==> config.mk <==
export PLATFORM = sky130hd
export DESIGN_NAME = mbif_bridge
export DESIGN_NICKNAME = d
export VERILOG_FILES = /design/src/rtl/mbif_pkg.sv /design/src/rtl/mbif_cmd_pipe.sv /design/src/rtl/mbif_word_port.sv /design/src/rtl/mbif_byte_port.sv /design/src/rtl/mbif_bridge.sv
export SDC_FILE = /design/constraint.sdc
export NUM_CORES = 1
export LEC_CHECK = 0
export ABC_AREA = 1
export BUFFER_PORTS_ARGS = -buffer_cell sky130_fd_sc_hd__buf_2
export CAP_MARGIN = 0
export CORE_AREA = 2 2 145 147
export CTS_CLUSTER_DIAMETER = 120
export DETAILED_ROUTE_END_ITERATION = 12
export DIE_AREA = 0 0 147 149
export PLACE_DENSITY_LB_ADDON = 0.05
export SLEW_MARGIN = 20
export SYNTH_ARGS = -nofsm -noshare
export SYNTH_HDL_FRONTEND = slang
export SYNTH_SLANG_ARGS = --single-unit
==> constraint.sdc <==
create_clock -name clk -period 1.9 [get_ports clk]
set_input_delay 0.475 -clock clk [delete_from_list [all_inputs] [get_ports clk]]
set_output_delay 0.475 -clock clk [all_outputs]
set_load 0.1 [all_outputs]
==> src/rtl/mbif_pkg.sv <==
package mbif_pkg;
  localparam int unsigned WORD_W = 32;
  localparam int unsigned BYTE_W = 8;

  typedef struct packed {
    logic wr;
    logic rd;
    logic fetch;
  } mem_cmd_t;
endpackage

==> src/rtl/mbif_cmd_pipe.sv <==
module mbif_cmd_pipe
  import mbif_pkg::*;
(
  input  logic     clk,
  input  logic     rst_n,
  input  mem_cmd_t cmd_in,
  output mem_cmd_t cmd_q
);
  // One stage between the microinstruction and the memory strobes.
  always_ff @(posedge clk) begin
    if (!rst_n) cmd_q <= '0;
    else        cmd_q <= cmd_in;
  end
endmodule

==> src/rtl/mbif_word_port.sv <==
module mbif_word_port #(
  parameter int unsigned DATA_W = 32,
  parameter int unsigned BYTE_W = 8
) (
  input  logic              clk,
  input  logic              rst_n,
  input  logic [DATA_W-1:0] c_bus,
  input  logic              ld_mar,
  input  logic              ld_mdr,
  input  logic              rd_go,
  input  logic              wr_go,
  input  logic [DATA_W-1:0] rdata,
  output logic [DATA_W-1:0] mar,
  output logic [DATA_W-1:0] mdr,
  output logic [DATA_W-1:0] addr,
  output logic              re,
  output logic              we,
  output logic [DATA_W-1:0] wdata
);
  localparam int unsigned LANES     = DATA_W / BYTE_W;
  localparam int unsigned LANE_BITS = $clog2(LANES);

  always_ff @(posedge clk) begin
    if (!rst_n) begin
      mar <= '0;
      mdr <= '0;
    end else begin
      if (ld_mar) mar <= c_bus;
      // Memory result has priority over a datapath load.
      if (rd_go)       mdr <= rdata;
      else if (ld_mdr) mdr <= c_bus;
    end
  end

  assign addr  = {mar[DATA_W-1-LANE_BITS:0], {LANE_BITS{1'b0}}};
  assign re    = rd_go;
  assign we    = wr_go;
  assign wdata = mdr;
endmodule

==> src/rtl/mbif_byte_port.sv <==
module mbif_byte_port #(
  parameter int unsigned DATA_W = 32,
  parameter int unsigned BYTE_W = 8
) (
  input  logic              clk,
  input  logic              rst_n,
  input  logic [DATA_W-1:0] c_bus,
  input  logic              ld_pc,
  input  logic              fetch_go,
  input  logic [DATA_W-1:0] rdata,
  output logic [DATA_W-1:0] pc,
  output logic [BYTE_W-1:0] mbr,
  output logic [DATA_W-1:0] addr,
  output logic              re,
  output logic [DATA_W-1:0] zx,
  output logic [DATA_W-1:0] sx
);
  localparam int unsigned LANES     = DATA_W / BYTE_W;
  localparam int unsigned LANE_BITS = $clog2(LANES);

  logic [BYTE_W-1:0] lane [LANES];
  logic [BYTE_W-1:0] picked;

  for (genvar g = 0; g < LANES; g++) begin : g_lane
    assign lane[g] = rdata[g*BYTE_W +: BYTE_W];
  end

  assign picked = lane[pc[LANE_BITS-1:0]];

  always_ff @(posedge clk) begin
    if (!rst_n) begin
      pc  <= '0;
      mbr <= '0;
    end else begin
      if (ld_pc)    pc  <= c_bus;
      if (fetch_go) mbr <= picked;
    end
  end

  assign addr = {pc[DATA_W-1:LANE_BITS], {LANE_BITS{1'b0}}};
  assign re   = fetch_go;
  assign zx   = {{(DATA_W-BYTE_W){1'b0}}, mbr};
  assign sx   = {{(DATA_W-BYTE_W){mbr[BYTE_W-1]}}, mbr};
endmodule

==> src/rtl/mbif_bridge.sv <==
module mbif_bridge
  import mbif_pkg::*;
#(
  parameter int unsigned DATA_W = WORD_W,
  parameter int unsigned LANE_W = BYTE_W
) (
  input  logic              clk,
  input  logic              rst_n,
  input  logic [DATA_W-1:0] c_bus,
  input  logic              ld_mar,
  input  logic              ld_mdr,
  input  logic              ld_pc,
  input  logic              cmd_wr,
  input  logic              cmd_rd,
  input  logic              cmd_fetch,
  output logic [DATA_W-1:0] mar_q,
  output logic [DATA_W-1:0] mdr_q,
  output logic [DATA_W-1:0] pc_q,
  output logic [LANE_W-1:0] mbr_q,
  output logic [DATA_W-1:0] mbr_zx,
  output logic [DATA_W-1:0] mbr_sx,
  output logic [DATA_W-1:0] d_addr,
  output logic              d_re,
  output logic              d_we,
  output logic [DATA_W-1:0] d_wdata,
  input  logic [DATA_W-1:0] d_rdata,
  output logic [DATA_W-1:0] i_addr,
  output logic              i_re,
  input  logic [DATA_W-1:0] i_rdata
);
  mem_cmd_t cmd_now, cmd_q;

  assign cmd_now = '{wr: cmd_wr, rd: cmd_rd, fetch: cmd_fetch};

  mbif_cmd_pipe u_pipe (
    .clk(clk), .rst_n(rst_n), .cmd_in(cmd_now), .cmd_q(cmd_q)
  );

  mbif_word_port #(.DATA_W(DATA_W), .BYTE_W(LANE_W)) u_word (
    .clk(clk), .rst_n(rst_n), .c_bus(c_bus),
    .ld_mar(ld_mar), .ld_mdr(ld_mdr),
    .rd_go(cmd_q.rd), .wr_go(cmd_q.wr), .rdata(d_rdata),
    .mar(mar_q), .mdr(mdr_q), .addr(d_addr),
    .re(d_re), .we(d_we), .wdata(d_wdata)
  );

  mbif_byte_port #(.DATA_W(DATA_W), .BYTE_W(LANE_W)) u_byte (
    .clk(clk), .rst_n(rst_n), .c_bus(c_bus), .ld_pc(ld_pc),
    .fetch_go(cmd_q.fetch), .rdata(i_rdata),
    .pc(pc_q), .mbr(mbr_q), .addr(i_addr), .re(i_re),
    .zx(mbr_zx), .sx(mbr_sx)
  );
endmodule

======== Yosys cells after proc, flatten, opt, wreduce, memory -nomap -nowiden ========
Cells that the tools add are included.
word-level totals
  register bits after elaboration ......... 107
  latch bits .............................. 0
  RAM bits ................................ 0
  memory bits (read-only) ................. 0
  bits of input ports ..................... 104
  output and inout bits ................... 267
  logic and storage cells ................. 15
  memories ................................ 0
cells by class
  add/subtract/negate cells ............... 0
  multipliers ............................. 0
  div/mod/pow operators ................... 0
  magnitude comparators ................... 1
  eq/ne operators ......................... 0
  shifts and indexed selects .............. 0
  mux-type cells .......................... 5
  bitwise logic cells ..................... 1
  reductions and logical operators ........ 1
operators with widths
  operator            count
  $mux 32             2
  $bmux 8 s2          1
  $mux 8              2
  $ge 3x3->1 const B  1
  $not 2->3           1
  $reduce_bool 2->1   1

======== Logic depth before layout (Yosys ltp) ========
  depth after elaboration ................. 4
  depth in mapped cells ................... 7

======== Hierarchy ========
Synthesis repeated with hierarchy kept, for this count alone.
unflattened totals
  cell total of the unflattened synthesis .. 780
  area, all modules ....................... 5,728.0 um^2
modules (own cells, without submodules)
  module          times used  cells each  area each (um^2)  sequential area each (um^2)
  mbif_word_port  1           449         3,170.5           1,281.2
  mbif_byte_port  1           322         2,474.9           800.8
  mbif_cmd_pipe   1           9           82.6              60.1

======== Worst setup path after synthesis ========
Ideal clock, no wire load.
  kind .................................... register to output
  start ................................... reg u_byte.mbr[7]
  end ..................................... out mbr_sx[10]
  arrival ................................. 1.818 ns
  required time ........................... 1.425 ns
  slack ................................... -0.393 ns
  stages on the path, launching flop included .. 2
  path through ............................ dfxtp_1 -> buf_4
RTL lines
  item                      RTL line              text
  start: declaration        mbif_byte_port.sv:12  output logic [BYTE_W-1:0] mbr,
  start signal: assignment  mbif_byte_port.sv:36  if (fetch_go) mbr <= picked;
  end: declaration          mbif_bridge.sv:21     output logic [DATA_W-1:0] mbr_sx,
No word-level cell between the ends.

======== Worst setup path after layout ========
  start ................................... reg u_byte.mbr[7]
  end ..................................... out mbr_sx[18]
No word-level cell between the ends.

==> impl_metrics.json <==
{
  "post-place-ws_ns": 0.402,
  "clkLatencyLatePin_ns": 0.35,
  "hold_start": "cmd_wr",
  "holdPathStages": 3,
  "cts-root-buf": "clkbuf_16",
  "r2r_setup_slack_ns": 0.56,
  "dieArea_sq_mm": 0.0219,
  "rr_worst_depth": 5,
  "grt.total_usage_pct": 16.0,
  "drc": 0,
  "rr_endpoint": "u_word.mdr[29]$_SDFFE_PN0P_",
  "worstPathRequired_ns": 1.42,
  "chipWidth_um": 147,
  "crit_family": "flip-flops",
  "power_frac_clock_pct": 25.1,
  "clock-sinks": 107,
  "holdPathEnd": "u_pipe.cmd_q[2]$_SDFF_PN0_",
  "cpPeakStageDelay_ns": 0.53,
  "worstPathMaxFanout": 28,
  "ctsHtreeMaxLevel": 3,
  "rows": 53,
  "path_buf_inv": 1,
  "crit_chain": "buf_2",
  "worstPathArrival_ns": 1.38,
  "yosysWarningCount": 0,
  "grt_pass1_wl_mm": 26.6,
  "hold_class": "in -> reg",
  "max_freq_ghz": 0.538,
  "slowest_stage": "dfxtp_2",
  "grt_overflow": 0,
  "initial_core_util_pct": 27.8,
  "mappedNetlistArea_sq_mm": 0.00571,
  "drv_slew": 0,
  "grt_max_degree": 43,
  "dr.pass1.iters": 4,
  "drtIter0Drc": 129,
  "post-route-period-util_pct": 97.8,
  "cts_buffer_depth": 2,
  "seqPwrFrac_pct": 30.2,
  "crit_path_start_kind": "flop",
  "synth.distinct_cells": 19,
  "synthCells": 774,
  "wl_per_cell_um": 14.5,
  "drtAntennaViolNets": 0,
  "vias": 5103,
  "ios": 371,
  "worst_slack_ns": 0.0420,
  "syn_avg_cell_area_sq_um": 7.37,
  "clock_skew_ns": 0.00721,
  "synthToLayoutAreaGrowth_pct": 22.1,
  "switchingPower_mw": 4.30,
  "antenna_found_initial": 1,
  "dp_hpwl_mm": 13.3,
  "final_cell_mix": "buf_2, nand2_1, nor2_1",
  "cts_tree": "done",
  "final_common_cell": "buf_2",
  "period_minus_slack_ns": 1.86,
  "pwr-share-comb_pct": 44.7,
  "p_int_mw": 4.10,
  "cts-buffers-inserted": 9,
  "ir_drop_mv": 0.386,
  "gp_congestion": 0.768,
  "cap_violations": 0,
  "netSwitchingFraction_pct": 51.2,
  "cts_setup_buffers": 0,
  "rsz0062_at_grt": "yes",
  "port_buffers": 342,
  "layout-drive-gt1-share_pct": 42.7,
  "utilization_pct": 33.9,
  "relSlewSlack_pct": 64.6,
  "die_y_um": 149,
  "grt_pass1_vias": 4534,
  "design.core.area_sq_mm": 0.0206,
  "crit_start": "u_byte.mbr[7]$_SDFFE_PN0P_",
  "clk_pin_slew_ns": 0.08,
  "final_nets": 1075,
  "finalHoldViolations": 0,
  "status": "completed",
  "synth_seq_cells": 107,
  "rr_startpoint": "u_pipe.cmd_q[1]$_SDFF_PN0_",
  "p_leak_nw": 4.13,
  "routed_wl_mm": 18.2,
  "ys_seq_area_share_pct": 37.5,
  "vias_per_cell": 4.08,
  "end_kind": "output port",
  "worstMarginPinSlew_ns": 0.531,
  "worstSetupPathType": "reg -> out",
  "powerDensity_mw_per_mm2": 1210,
  "setup_violations": 0
}
[cell usage after synthesis (all sizes together)]
cell type,number,area share (%)
buf,179,24
nand2,171,12
nor2,126,8.9
dfxtp,107,38
o21ai,72,6.3
nand3,48,6.4
inv,40,2.6
clkbuf,20,1.3
a21oi,10,0.88
conb,1,0.066
[per-layer routing]
layer  up-vias  GRT usage (%)  share of wire (%)
met3        12           2.91                6.0
li1       2605              -                  -
met2       214           28.2                 50
met5         -              0                  0
met4         0           4.47                1.1
met1      2272           20.1                 43
[registers in the layout (all words and copies together), names as in the netlist]
name / flops
u_word.mdr: 32
u_pipe.cmd_q: 3
u_word.mar: 32
u_byte.pc: 32
u_byte.mbr: 8
[stage by stage]
step	setup TNS [ns]	cell area [sq um]	total power, mW	std cells	hold slack, ns
final	0	6970	8.40	1252	0.298
after global routing	-0.904	6970	8.74	1251	0.301
after CTS	0	6970	8.52	1251	0.281
after detailed placement	0	6630	6.37	1235	0.488
after global placement	0	6630	6.38	1235	0.479
after floorplan	0	5810	6.05	801	0.573
[worst max path at each step]
stage / endpoint / slack (ns) / cells after the start
6_report: mbr_sx[18] / 0.04 / 1
5_1_grt: mbr_sx[25] / -0.04 / 1
4_1_cts: mbr_sx[17] / 0.01 / 1
3_5_place_dp: mbr_sx[17] / 0.40 / 1
3_3_place_gp: mbr_sx[14] / 0.42 / 1
2_1_floorplan: mdr_q[10] / 0.04 / 1
[layout make-up]
type | instances | area, sq um
clock buffers | 10 | 239
multi-input cells | 455 | 2050
fillers | 2283 | 13600
inverters | 40 | 150
diodes | 1 | 2.50
clock inverters | 6 | 96.3
well taps | 275 | 344
repair buffers | 358 | 1940
flip-flops and latches | 107 | 2140
[power groups by stage]
stage | Combinational, mW | Sequential (mW) | Clock, mW
after floorplan | 2.38 | 3.67 | 0
after global placement | 3.78 | 2.59 | 0
after detailed placement | 3.78 | 2.60 | 0
after CTS | 3.78 | 2.54 | 2.20
after global routing | 3.89 | 2.56 | 2.28
final | 3.75 | 2.54 | 2.11
[cell families after synthesis]
logic type / count (synthesis) / synth area share (%)
flops: 107 / 37.5
buf+inv: 239 / 28.3
other cells: 1 / 0.0657
compound gates: 82 / 7.19
simple gates: 345 / 26.9
[repair_timing]
item | CTS | global route
endpoints found under the hold margin | 0 | 0
setup endpoints to repair | 0 | 27
hold buffers | 0 | 0
resized for setup | 0 | 0
(Power assumes the default switching activity.)
